File: src/rtl/fpc_pkg.sv
package fpc_pkg;
  localparam int DBL_W = 64;
  localparam int EXP_W = 11;
  localparam int FRAC_W = DBL_W - EXP_W - 1;
  localparam int CC_W = 4;

  typedef logic [CC_W-1:0] cc_t;

  localparam cc_t CC_LT = 4'b1000;
  localparam cc_t CC_GT = 4'b0100;
  localparam cc_t CC_EQ = 4'b0010;
  localparam cc_t CC_UN = 4'b0001;

  function automatic logic dbl_is_nan(input logic [DBL_W-1:0] v);
    return (&v[DBL_W-2 -: EXP_W]) && (|v[FRAC_W-1:0]);
  endfunction
endpackage

File: src/rtl/fpc_order.sv
module fpc_order
  import fpc_pkg::*;
(
  input  logic [DBL_W-1:0] a,
  input  logic [DBL_W-1:0] b,
  output cc_t              code,
  output logic             any_nan
);
  localparam int MAG_W = DBL_W - 1;

  logic             sa, sb;
  logic [MAG_W-1:0] ma, mb;
  logic             eq, lt;

  always_comb begin
    sa = a[DBL_W-1];
    sb = b[DBL_W-1];
    ma = a[MAG_W-1:0];
    mb = b[MAG_W-1:0];
    any_nan = dbl_is_nan(a) || dbl_is_nan(b);
    eq = ((ma == '0) && (mb == '0)) || (a == b);
    unique case ({sa, sb})
      2'b10:   lt = 1'b1;
      2'b01:   lt = 1'b0;
      2'b00:   lt = ma < mb;
      default: lt = ma > mb;
    endcase
    if (any_nan)  code = CC_UN;
    else if (eq)  code = CC_EQ;
    else if (lt)  code = CC_LT;
    else          code = CC_GT;
  end
endmodule

File: src/rtl/fpc_field_merge.sv
module fpc_field_merge #(
  parameter int REG_W = 32,
  parameter int NIB_W = 4,
  localparam int NFIELD = REG_W / NIB_W,
  localparam int SEL_W = $clog2(NFIELD)
) (
  input  logic [REG_W-1:0] base,
  input  logic [SEL_W-1:0] sel,
  input  logic [NIB_W-1:0] nib,
  output logic [REG_W-1:0] merged
);
  for (genvar g = 0; g < NFIELD; g++) begin : g_field
    localparam int HI = REG_W - 1 - g * NIB_W;
    assign merged[HI -: NIB_W] = (sel == SEL_W'(g)) ? nib : base[HI -: NIB_W];
  end
endmodule

File: src/rtl/fp_cmp_cond.sv
module fp_cmp_cond
  import fpc_pkg::*;
#(
  parameter int REG_W = 32,
  parameter int XOP_W = 10,
  parameter int QUIET_OP = 0,
  parameter int SIGNAL_OP = 32,
  parameter int FS_CC_LO = 11,
  localparam int NFIELD = REG_W / CC_W,
  localparam int SEL_W = $clog2(NFIELD),
  localparam int TGT_W = SEL_W + 2,
  localparam int FS_CC_HI = FS_CC_LO + CC_W
) (
  input  logic             clk,
  input  logic             rst_n,
  input  logic             in_valid,
  input  logic [DBL_W-1:0] opnd_a,
  input  logic [DBL_W-1:0] opnd_b,
  input  logic [TGT_W-1:0] tgt_field,
  input  logic [XOP_W-1:0] ext_op,
  input  logic [REG_W-1:0] cr_in,
  input  logic [REG_W-1:0] fs_in,
  output logic [REG_W-1:0] cr_out,
  output logic [REG_W-1:0] fs_out,
  output logic             done,
  output logic             illegal,
  output logic             trap
);
  cc_t              code;
  logic             any_nan;
  logic [REG_W-1:0] cr_merged;
  logic [REG_W-1:0] fs_merged;
  logic             bad_form, do_trap, complete;

  fpc_order u_order (
    .a(opnd_a), .b(opnd_b), .code(code), .any_nan(any_nan)
  );

  fpc_field_merge #(.REG_W(REG_W), .NIB_W(CC_W)) u_merge (
    .base(cr_in), .sel(tgt_field[TGT_W-1:2]), .nib(code), .merged(cr_merged)
  );

  always_comb begin
    bad_form = ((ext_op != XOP_W'(QUIET_OP)) && (ext_op != XOP_W'(SIGNAL_OP)))
               || (tgt_field[1:0] != 2'b00);
    do_trap  = !bad_form && (ext_op == XOP_W'(SIGNAL_OP)) && any_nan;
    complete = !bad_form && !do_trap;
    fs_merged = fs_in;
    fs_merged[FS_CC_HI:FS_CC_LO] = {1'b0, code};
  end

  always_ff @(posedge clk) begin
    if (!rst_n) begin
      cr_out  <= '0;
      fs_out  <= '0;
      done    <= 1'b0;
      illegal <= 1'b0;
      trap    <= 1'b0;
    end else begin
      done <= in_valid;
      if (in_valid) begin
        illegal <= bad_form;
        trap    <= do_trap;
        cr_out  <= complete ? cr_merged : cr_in;
        fs_out  <= complete ? fs_merged : fs_in;
      end
    end
  end

  // done follows the strobe by exactly one edge
  a_r9_done_pulse: assert property (@(posedge clk) disable iff (!rst_n)
    in_valid |=> done);
  a_r9_done_low: assert property (@(posedge clk) disable iff (!rst_n)
    !in_valid |=> !done);
  a_r9_hold: assert property (@(posedge clk) disable iff (!rst_n)
    !in_valid |=> ($stable(cr_out) && $stable(fs_out)));
  // faults return registers untouched
  a_r4_fault_keeps_regs: assert property (@(posedge clk) disable iff (!rst_n)
    (done && (illegal || trap)) |-> (cr_out == $past(cr_in) && fs_out == $past(fs_in)));
  a_r5_illegal_over_trap: assert property (@(posedge clk) disable iff (!rst_n)
    done |-> !(illegal && trap));
  a_r6_trap_only_signalling: assert property (@(posedge clk) disable iff (!rst_n)
    (done && trap) |-> ($past(ext_op) == XOP_W'(SIGNAL_OP)));
  // status condition bits hold one code bit, bit 15 cleared, rest kept
  a_r7_status_code: assert property (@(posedge clk) disable iff (!rst_n)
    (done && !illegal && !trap) |->
      (!fs_out[FS_CC_HI] && $onehot(fs_out[FS_CC_HI-1:FS_CC_LO])
       && fs_out[REG_W-1:FS_CC_HI+1] == $past(fs_in[REG_W-1:FS_CC_HI+1])
       && fs_out[FS_CC_LO-1:0] == $past(fs_in[FS_CC_LO-1:0])));
  // selected condition field mirrors the status code
  a_r8_field_mirror: assert property (@(posedge clk) disable iff (!rst_n)
    (done && !illegal && !trap) |->
      (cr_out[REG_W-1-CC_W*int'($past(tgt_field[TGT_W-1:2])) -: CC_W]
       == fs_out[FS_CC_HI-1:FS_CC_LO]));
endmodule

File: config.mk
export PLATFORM = sky130hd
export DESIGN_NAME = fp_cmp_cond
export DESIGN_NICKNAME = d
export VERILOG_FILES = /design/src/rtl/fpc_pkg.sv /design/src/rtl/fpc_order.sv /design/src/rtl/fpc_field_merge.sv /design/src/rtl/fp_cmp_cond.sv
export SDC_FILE = /design/constraint.sdc
export NUM_CORES = 1
export LEC_CHECK = 0
export ABC_AREA = 1
export BUFFER_PORTS_ARGS = -buffer_cell sky130_fd_sc_hd__buf_2
export CORE_UTILIZATION = 45
export DETAILED_ROUTE_END_ITERATION = 6
export PLACE_DENSITY = 0.84
export SLEW_MARGIN = 20
export SYNTH_ARGS = -nofsm -noshare
export SYNTH_HDL_FRONTEND = slang
export SYNTH_SLANG_ARGS = --single-unit
export TNS_END_PERCENT = 30
File: constraint.sdc
create_clock -name clk -period 3.73 [get_ports clk]
set_input_delay 0 -clock clk [delete_from_list [all_inputs] [get_ports clk]]
set_output_delay 0 -clock clk [all_outputs]
set_load 0.02 [all_outputs]
## After elaboration in Yosys (flattened, before gate mapping)

Cells that the tools add are included.

| storage, ports and cells | value |
|---|---|
| register bits | 67 |
| input port bits | 210 |
| output and inout bits | 67 |
| logic and storage cells | 55 |

| cells by class | value |
|---|---|
| order comparisons | 2 |
| eq/ne operators | 12 |
| muxes and demuxes | 14 |
| reduce and logical (&&, ||, !) cells | 22 |

Operator list:

| operator | number |
|---|---|
| $logic_not A63 Y1 | 2 |
| $reduce_or A52 Y1 | 2 |
| $eq A64 B64 Y1 | 1 |
| $gt A63 B63 Y1 | 1 |
| $lt A63 B63 Y1 | 1 |
| $mux W4 | 11 |
| $mux W32 | 1 |
| $reduce_and A11 Y1 | 2 |
| $mux W16 | 1 |
| $eq A3 B3 Y1 const B | 4 |
| $eq A10 B6 Y1 const B | 1 |
| $ne A10 B6 Y1 const B | 1 |
| $reduce_bool A10 Y1 | 1 |
| $logic_and A1 B1 Y1 | 7 |
| $eq A3 B2 Y1 const B | 2 |
| $eq A3 B1 Y1 const B | 1 |
| $logic_not A3 Y1 | 1 |
| $logic_or A1 B1 Y1 | 3 |
| $pmux W1 S3 | 1 |
| $eq A2 B1 Y1 const B | 1 |
| $eq A2 B2 Y1 const B | 1 |
| $logic_not A1 Y1 | 2 |
| $logic_not A2 Y1 | 1 |
| $reduce_bool A2 Y1 | 1 |

## Depth between registers and ports, before layout

Gate-level depths: netlist of the first run.

| logic depth | value |
|---|---|
| depth in word-level cells | 9 |
| mapped depth | 20 |
| depth with buffers taken out | 20 |

## By module

Synthesis of the first run repeated with hierarchy kept, for this count alone.

| second synthesis, totals | value |
|---|---|
| cell total of the unflattened synthesis | 1020 |
| area total of the unflattened synthesis | 6387.4 um^2 |

Modules (own cells, without submodules):

| module | instances | cells an instance | area each (um^2) | seq. area each (um^2) |
|---|---|---|---|---|
| fp_cmp_cond | 1 | 463 | 3223.1 | 1341.3 |
| fpc_order | 1 | 437 | 2491.1 | 0.0 |
| fpc_field_merge | 1 | 120 | 673.1 | 0.0 |

## Worst setup path before layout of the first run

No wires, ideal clock.

| timing | value |
|---|---|
| path kind | input to register |
| start | in opnd_b[30] |
| end | reg cr_out[26] |
| library setup time | 0.138 ns |
| arrival time | 1.528 ns |
| required time | 3.592 ns |
| slack | 2.064 ns |
| cell stages on the path | 15 |
| buffers on the path | 0 |
| cells stage by stage | inv_1 ha_1 nand2_1 nor2_1 nand2_1 nor3_1 nand3_1 nor2_1 nand2_1 nand2_4 nor2_4 nand3_2 nand2_1 nand2_1 a21oi_2 |

| on the way | value |
|---|---|
| longest elaborated chain between the ends | 7 |
| elaborated cells on any way between the ends | 18 |
| classes of those cells | order compare (2); eq/ne (1); mux (6); reduce/logical (9) |

Ends and longest elaborated chain:

| what | line | source |
|---|---|---|
| start: declaration | fp_cmp_cond.sv:18 | `input logic [DBL_W-1:0] opnd_b,` |
| $gt A63 B63 Y1 (tied with other cells) | fpc_order.sv:26 | `default: lt = ma > mb;` |
| $pmux W1 S3 (tied with other cells) | fpc_order.sv:22 | `unique case ({sa, sb})` |
| $mux W4 (tied with other cells) | fpc_order.sv:30 | `else if (lt) code = CC_LT;` |
| $mux W4 or $logic_and A1 B1 Y1 (tied branches) | fpc_order.sv:29, fp_cmp_cond.sv:46 |  |
| $mux W4 or $logic_not A1 Y1 (tied branches) | fpc_order.sv:28, fp_cmp_cond.sv:47 |  |
| $mux W4 or $logic_and A1 B1 Y1 (tied branches) | fpc_field_merge.sv:14, fp_cmp_cond.sv:47 |  |
| $mux W32 * | fp_cmp_cond.sv:64 | `cr_out <= complete ? cr_merged : cr_in;` |
| end signal: assignment | fp_cmp_cond.sv:64 |  |
| end: declaration | fp_cmp_cond.sv:23 | `output logic [REG_W-1:0] cr_out,` |

Every way passes the cells marked *; elsewhere a longest branch is shown, timed or not.
A chain may end at the register's enable or synchronous reset.

## Final worst setup path of the first run

| timing | value |
|---|---|
| start | in opnd_b[30] |
| end | reg cr_out[30] |

Same word-level chain as after synthesis.

==> results of run 1 <==
## sequential cells by signal (all words and copies together) (netlist names)
signal	count
cr_out	32
fs_out	32
done	1
illegal	1
trap	1
## path summary, 6_finish.rpt
path / startpoint / end / cells past startpoint
max: opnd_b[30] / cr_out[30] / 16
max reg2reg: fs_out[4] / fs_out[4] / 2
min reg2reg: cr_out[18] / cr_out[18] / 2
min: cr_in[0] / cr_out[0] / 5
## synth_stat cells (all sizes together)
master and number:
buf 7, nand2 255, ha 66, or2 6, clkbuf 19, dfxtp 67
a31oi 1, nor4 8, a21o 4, o211ai 2, nor3 20, clkinv 2
inv 146, a21oi 76, nand4 36, nor2 132, o21ai 38, nand3b 1
nand3 38
## final cells by class
type,count,share of cell area
Inverter,148,0.0723
Clock inverter,5,0.00484
Timing Repair Buffer,307,0.218
Antenna cell,1,0.000323
Tap cell,168,0.0271
Clock buffer,11,0.0313
Sequential cell,67,0.173
Multi-Input combinational cell,683,0.473
## worst max-delay path: stages
cell and delay, ns:
buf_2 0.08, inv_1 0.06, ha_1 0.29, nand2_1 0.07, nor2_1 0.14, nand2_1 0.09, nor3_1 0.39, nand3_1 0.16
nor2_1 0.16, nand2_1 0.11, nand2_4 0.16, nor2_4 0.05, nand3_2 0.18, nand2_1 0.08, nand2_1 0.09, a21oi_2 0.07
## layer usage
layer	global-route usage	vias to the layer above	part of all wire
met1	0.343	3054	0.43
met3	0.0614	52	0.066
met4	0.103	4	0.032
met5	0	-	0.0013
met2	0.490	262	0.47
li1	-	3547	-
## power breakdown
group          total (W)  switching (W)  internal [W]
clock network   0.000794       0.000324      0.000470
logic           0.000607       0.000356      0.000251
registers       0.000783      0.0000226      0.000760
## cell families (layout without fill, tap and decap cells)
group                      count (synthesis)  after routing
DFF                                       67             67
and+or+nand+nor                          496            496
AOI/OAI and AO/OA                        121            121
buffers and inverters                    174            471
other                                      0              1
adders and majority gates                 66             66
## stage by stage
stage | hold slack, ns | util
4_1_cts | 0.0161 | 0.637
2_1_floorplan | 0.135 | -
5_1_grt | 0.0350 | 0.637
3_5_place_dp | 0.226 | 0.590
3_3_place_gp | 0.219 | 0.590
6_report | 0.0179 | 0.637
## timing repair
item | CTS | global route
hold buffers | 29 | 0
endpoints found under the setup margin | 0 | 0
endpoints found under the hold margin | 29 | 0
resized for setup | 0 | 0
==> run_results.csv, run 1 <==
group,metric,value,unit
synthesis,netlist_area,0.00569,mm2
floorplan,die_y,114,um
power_and_ir_drop,power.density,282,mW/mm2
route,drtIter0Drc,568,
placement,dp.cells,1344,
status,status,"complete, no violations",
placement,dpl_cell_area,0.00718,mm2
cts,cts_sinks,67,
critical_path,path_max_fanout,10,
synthesis,synth_area_per_cell,6.15,um2
cts,cts_tree,"yes",
final_layout,final_cells,1390,
final_layout,regArea,0.00134,mm2
timing,slew_violations,0,
route,vias_per_cell,4.98,
synthesis,synth_top_area_frac,0.236,
final_layout,layout_commonest_cell,"buf_2",
route,wl_per_cell,13.4,um
placement,place.gp.congestion,0.883,
cts,postCtsSetupRepairBufs,0,
synthesis,synth.net_count,1200,
global_routing,grt_pass1_wl,29.4,mm
synthesis,yosys.area_share.xor_xnor,0,
timing,rsz0062_at_grt,"no",
synthesis,synth_fa_ha_area_frac,0.145,
synthesis,yosysWarnings,0,
timing,maxSlewHeadroom,0.292,
timing,setup_viol,0,
cts,clock_latency,0.33,ns
final_layout,syn_to_final_growth,36.3,%
critical_path,regToRegSetupSlack,2.95,ns
critical_path,worstSetupPathType,"primary input to register",
floorplan,coreArea,0.0122,mm2
global_routing,antenna_found_initial,3,
route,drc,0,
synthesis,synth_simple_gate_area_share,0.381,
placement,numPortBuffers,276,
synthesis,synth_seq_area_share,0.236,
timing,finalHoldViolCount,0,
critical_path,arrival,2.19,ns
timing,fin_setup_tns,0,ns
synthesis,synthCells,924,
floorplan,start_util,0.467,
global_routing,grt_max_degree,65,
timing,period_share,0.540,
route,antenna_left,0,
floorplan,rows,40,
power_and_ir_drop,ir_drop,0.000306,V
floorplan,dieArea,0.0131,mm2
cts,cts-buffers-inserted,9,
global_routing,grt_pass1_vias,6498,
final_layout,finish.instance_area,0.00775,mm2
timing,tightest_slew,1.06,ns
final_layout,fill_cells,1129,
synthesis,ys_ff_latch,67,
synthesis,synth.area.top_cells,"dfxtp_1, nand2_1, ha_1",
placement,dp.final_hpwl,14.1,mm
job,maxCapViolations,0,
cts,clk_pin_slew_worst_paths,0.06,ns
floorplan,num_io_pins,277,
critical_path,critPathRequiredTime,3.91,ns
timing,fin_ws,1.72,ns
synthesis,yosysTopAreaCell,"dfxtp_1",
power_and_ir_drop,power_leakage,4.39,nW
route,drt_first_pass_iters,5,
floorplan,die_x,114,um
synthesis,synth.distinct_cells,33,
route,wirelength,18.6,mm
final_layout,multi_input_area,0.00367,mm2
critical_path,cp-start-kind,"primary input",
critical_path,cp-end-kind,"register",
timing,clock_skew,0,ns
final_layout,drive_gt1_frac,0.266,
cts,cts_buffer_depth,2,
route,num_vias,6919,
cts,cts-htree-levels,3,
synthesis,synth_top_family_by_area,"simple AND/OR/NAND/NOR gates",
final_layout,fin_nets,1492,
power_and_ir_drop,fin_total_pwr,0.00218,W
timing,min_period,2.01,ns
synthesis,synth_compound_area_frac,0.119,
cts,root_buffer,"clkbuf_16",
final_layout,layout_common_cells,"buf_2, nand2_1, inv_1",
min_path,hp-class,"primary input to register",
global_routing,grt_use_total,0.283,
synthesis,synthMuxAreaShare,0,
placement,dp_slack,1.45,ns
timing,max_freq,496,MHz
global_routing,overflow,0,
Note: power is estimated with default switching activity, not from simulation.
==> run 2: changes to the inputs <==
--- a/config.mk
+++ b/config.mk
@@ -7,7 +7,7 @@
 export LEC_CHECK = 0
 export ABC_AREA = 1
 export BUFFER_PORTS_ARGS = -buffer_cell sky130_fd_sc_hd__buf_2
-export CORE_UTILIZATION = 45
+export CORE_UTILIZATION = 43
 export DETAILED_ROUTE_END_ITERATION = 6
 export PLACE_DENSITY = 0.84
 export SLEW_MARGIN = 20
==> constraint.sdc (replaced) <==
create_clock -name clk -period 1.7 [get_ports clk]
set_input_delay 0 -clock clk [delete_from_list [all_inputs] [get_ports clk]]
set_output_delay 0 -clock clk [all_outputs]
set_load 0.02 [all_outputs]
==> run_results.csv, run 2 (same netlist as run 1, synthesis figures left out) <==
group,metric,value,unit
status,status,"complete, but fails checks",
status,violations,"negative setup slack",
cts,root_buffer,"clkbuf_16",
timing,max_freq,562,MHz
cts,clock_latency,0.34,ns
critical_path,path_max_fanout,5,
cts,cts_tree,"yes",
global_routing,grt_max_degree,53,
global_routing,grt_use_total,0.286,
placement,dp.final_hpwl,15.0,mm
global_routing,grt_pass1_vias,6842,
route,drtIter0Drc,552,
power_and_ir_drop,ir_drop,0.000630,V
critical_path,cp-end-kind,"register",
timing,min_period,1.78,ns
timing,slew_violations,0,
timing,maxSlewHeadroom,0.643,
floorplan,num_io_pins,277,
final_layout,fin_nets,1582,
route,num_vias,7631,
route,drc,0,
final_layout,layout_common_cells,"buf_2, nand2_1, inv_1",
min_path,hp-class,"primary input to register",
final_layout,drive_gt1_frac,0.395,
floorplan,die_y,117,um
timing,fin_ws,-0.0795,ns
cts,cts-htree-levels,3,
placement,place.gp.congestion,0.905,
global_routing,overflow,0,
critical_path,critPathRequiredTime,1.90,ns
timing,tightest_slew,0.535,ns
cts,cts_sinks,67,
route,vias_per_cell,5.14,
power_and_ir_drop,power_leakage,4.92,nW
timing,clock_skew,0,ns
floorplan,start_util,0.445,
global_routing,antenna_found_initial,2,
timing,rsz0062_at_grt,"yes",
final_layout,finish.utilization,0.713,
final_layout,top_regs,"cr_out (32), fs_out (32)",
route,wl_per_cell,14.7,um
cts,cts_buffer_depth,2,
final_layout,syn_to_final_growth,60.3,%
route,wirelength,21.8,mm
critical_path,arrival,1.98,ns
placement,numPortBuffers,276,
power_and_ir_drop,power.density,601,mW/mm2
timing,setup_viol,25,
route,antenna_left,0,
timing,period_share,1.05,
floorplan,rows,41,
global_routing,grt_pass1_wl,30.7,mm
floorplan,dieArea,0.0137,mm2
timing,hold_ws,0.0172,ns
critical_path,worstSetupPathType,"primary input to register",
final_layout,layout_commonest_cell,"buf_2",
cts,clk_pin_slew_worst_paths,0.06,ns
critical_path,cp-start-kind,"primary input",
timing,finalHoldViolCount,0,
floorplan,coreArea,0.0128,mm2
cts,cts-buffers-inserted,9,
job,maxCapViolations,0,
floorplan,die_x,117,um
route,drt_first_pass_iters,6,
run 2: changes by cell type in the layout (fill, tap and decap cells not counted), moves of 19 or more:
| cell | change |
|---|---|
| buf_4 | +80 |
| ha_1 | -19 |
| ha_4 | +19 |
| inv_1 | -20 |
| nand2_1 | -36 |
| nand2_2 | +29 |
run 2: critical path: stages:
cell,delay (ns)
buf_2,0.09
inv_1,0.05
ha_1,0.32
nand2_1,0.10
nor2_2,0.17
nand2_2,0.09
nor3_2,0.16
buf_4,0.16
nand3_4,0.07
nor2_4,0.15
nor2_1,0.09
nand2_4,0.13
nand2_4,0.10
nand2_8,0.10
nand2_4,0.05
nand2_2,0.08
a21oi_2,0.07
run 2: timing repair:
item | 4_1_cts | 5_1_grt
gates resized for setup | 8 | 126
setup buffers | 0 | 4
pin swaps | 2 | 46
endpoints found under the setup margin | 23 | 29
endpoints found under the hold margin | 31 | 0
hold buffers | 31 | 0
gates cloned | 2 | 1
run 2: layout make-up:
type,count,area [um2]
Tap cell,172,215
Multi-Input combinational cell,686,4220
Clock inverter,7,101
Clock buffer,9,225
Antenna cell,1,2.50
Fill cell,960,3660
Inverter,148,569
Sequential cell,67,1340
Timing Repair Buffer,394,2440
run 2: final timing paths:
check | start | to | slack, ns | cells past startpoint
max | opnd_b[28] | cr_out[23] | -0.08 | 17
min | cr_in[0] | cr_out[0] | 0.02 | 5
min reg2reg | cr_out[28] | cr_out[28] | 0.46 | 2
max reg2reg | fs_out[22] | fs_out[22] | 0.88 | 2
run 2: layer usage:
layer / share of wire / GRT usage
met1: 0.40 / 0.345
met2: 0.49 / 0.493
met3: 0.069 / 0.0587
met4: 0.040 / 0.124
met5: 0.00060 / 0
run 2: stage by stage:
stage	setup WS (ns)	area [um2]	TNS, ns	std cells	total power (W)
CTS	0.00834	8530	0	1479	0.00523
global route	-0.180	9110	-3.58	1484	0.00571
global placement	-0.345	7850	-9.62	1430	0.00311
finish	-0.0795	9110	-0.946	1484	0.00548
floorplan	0.0341	5690	0	924	0.00247
detailed placement	-0.426	7850	-11.49	1430	0.00315
run 2: power breakdown:
part           leakage, nW  switching, W  internal, W
Clock                0.152      0.000754      0.00129
Sequential           0.555     0.0000555      0.00167
Combinational         4.21      0.000941     0.000765
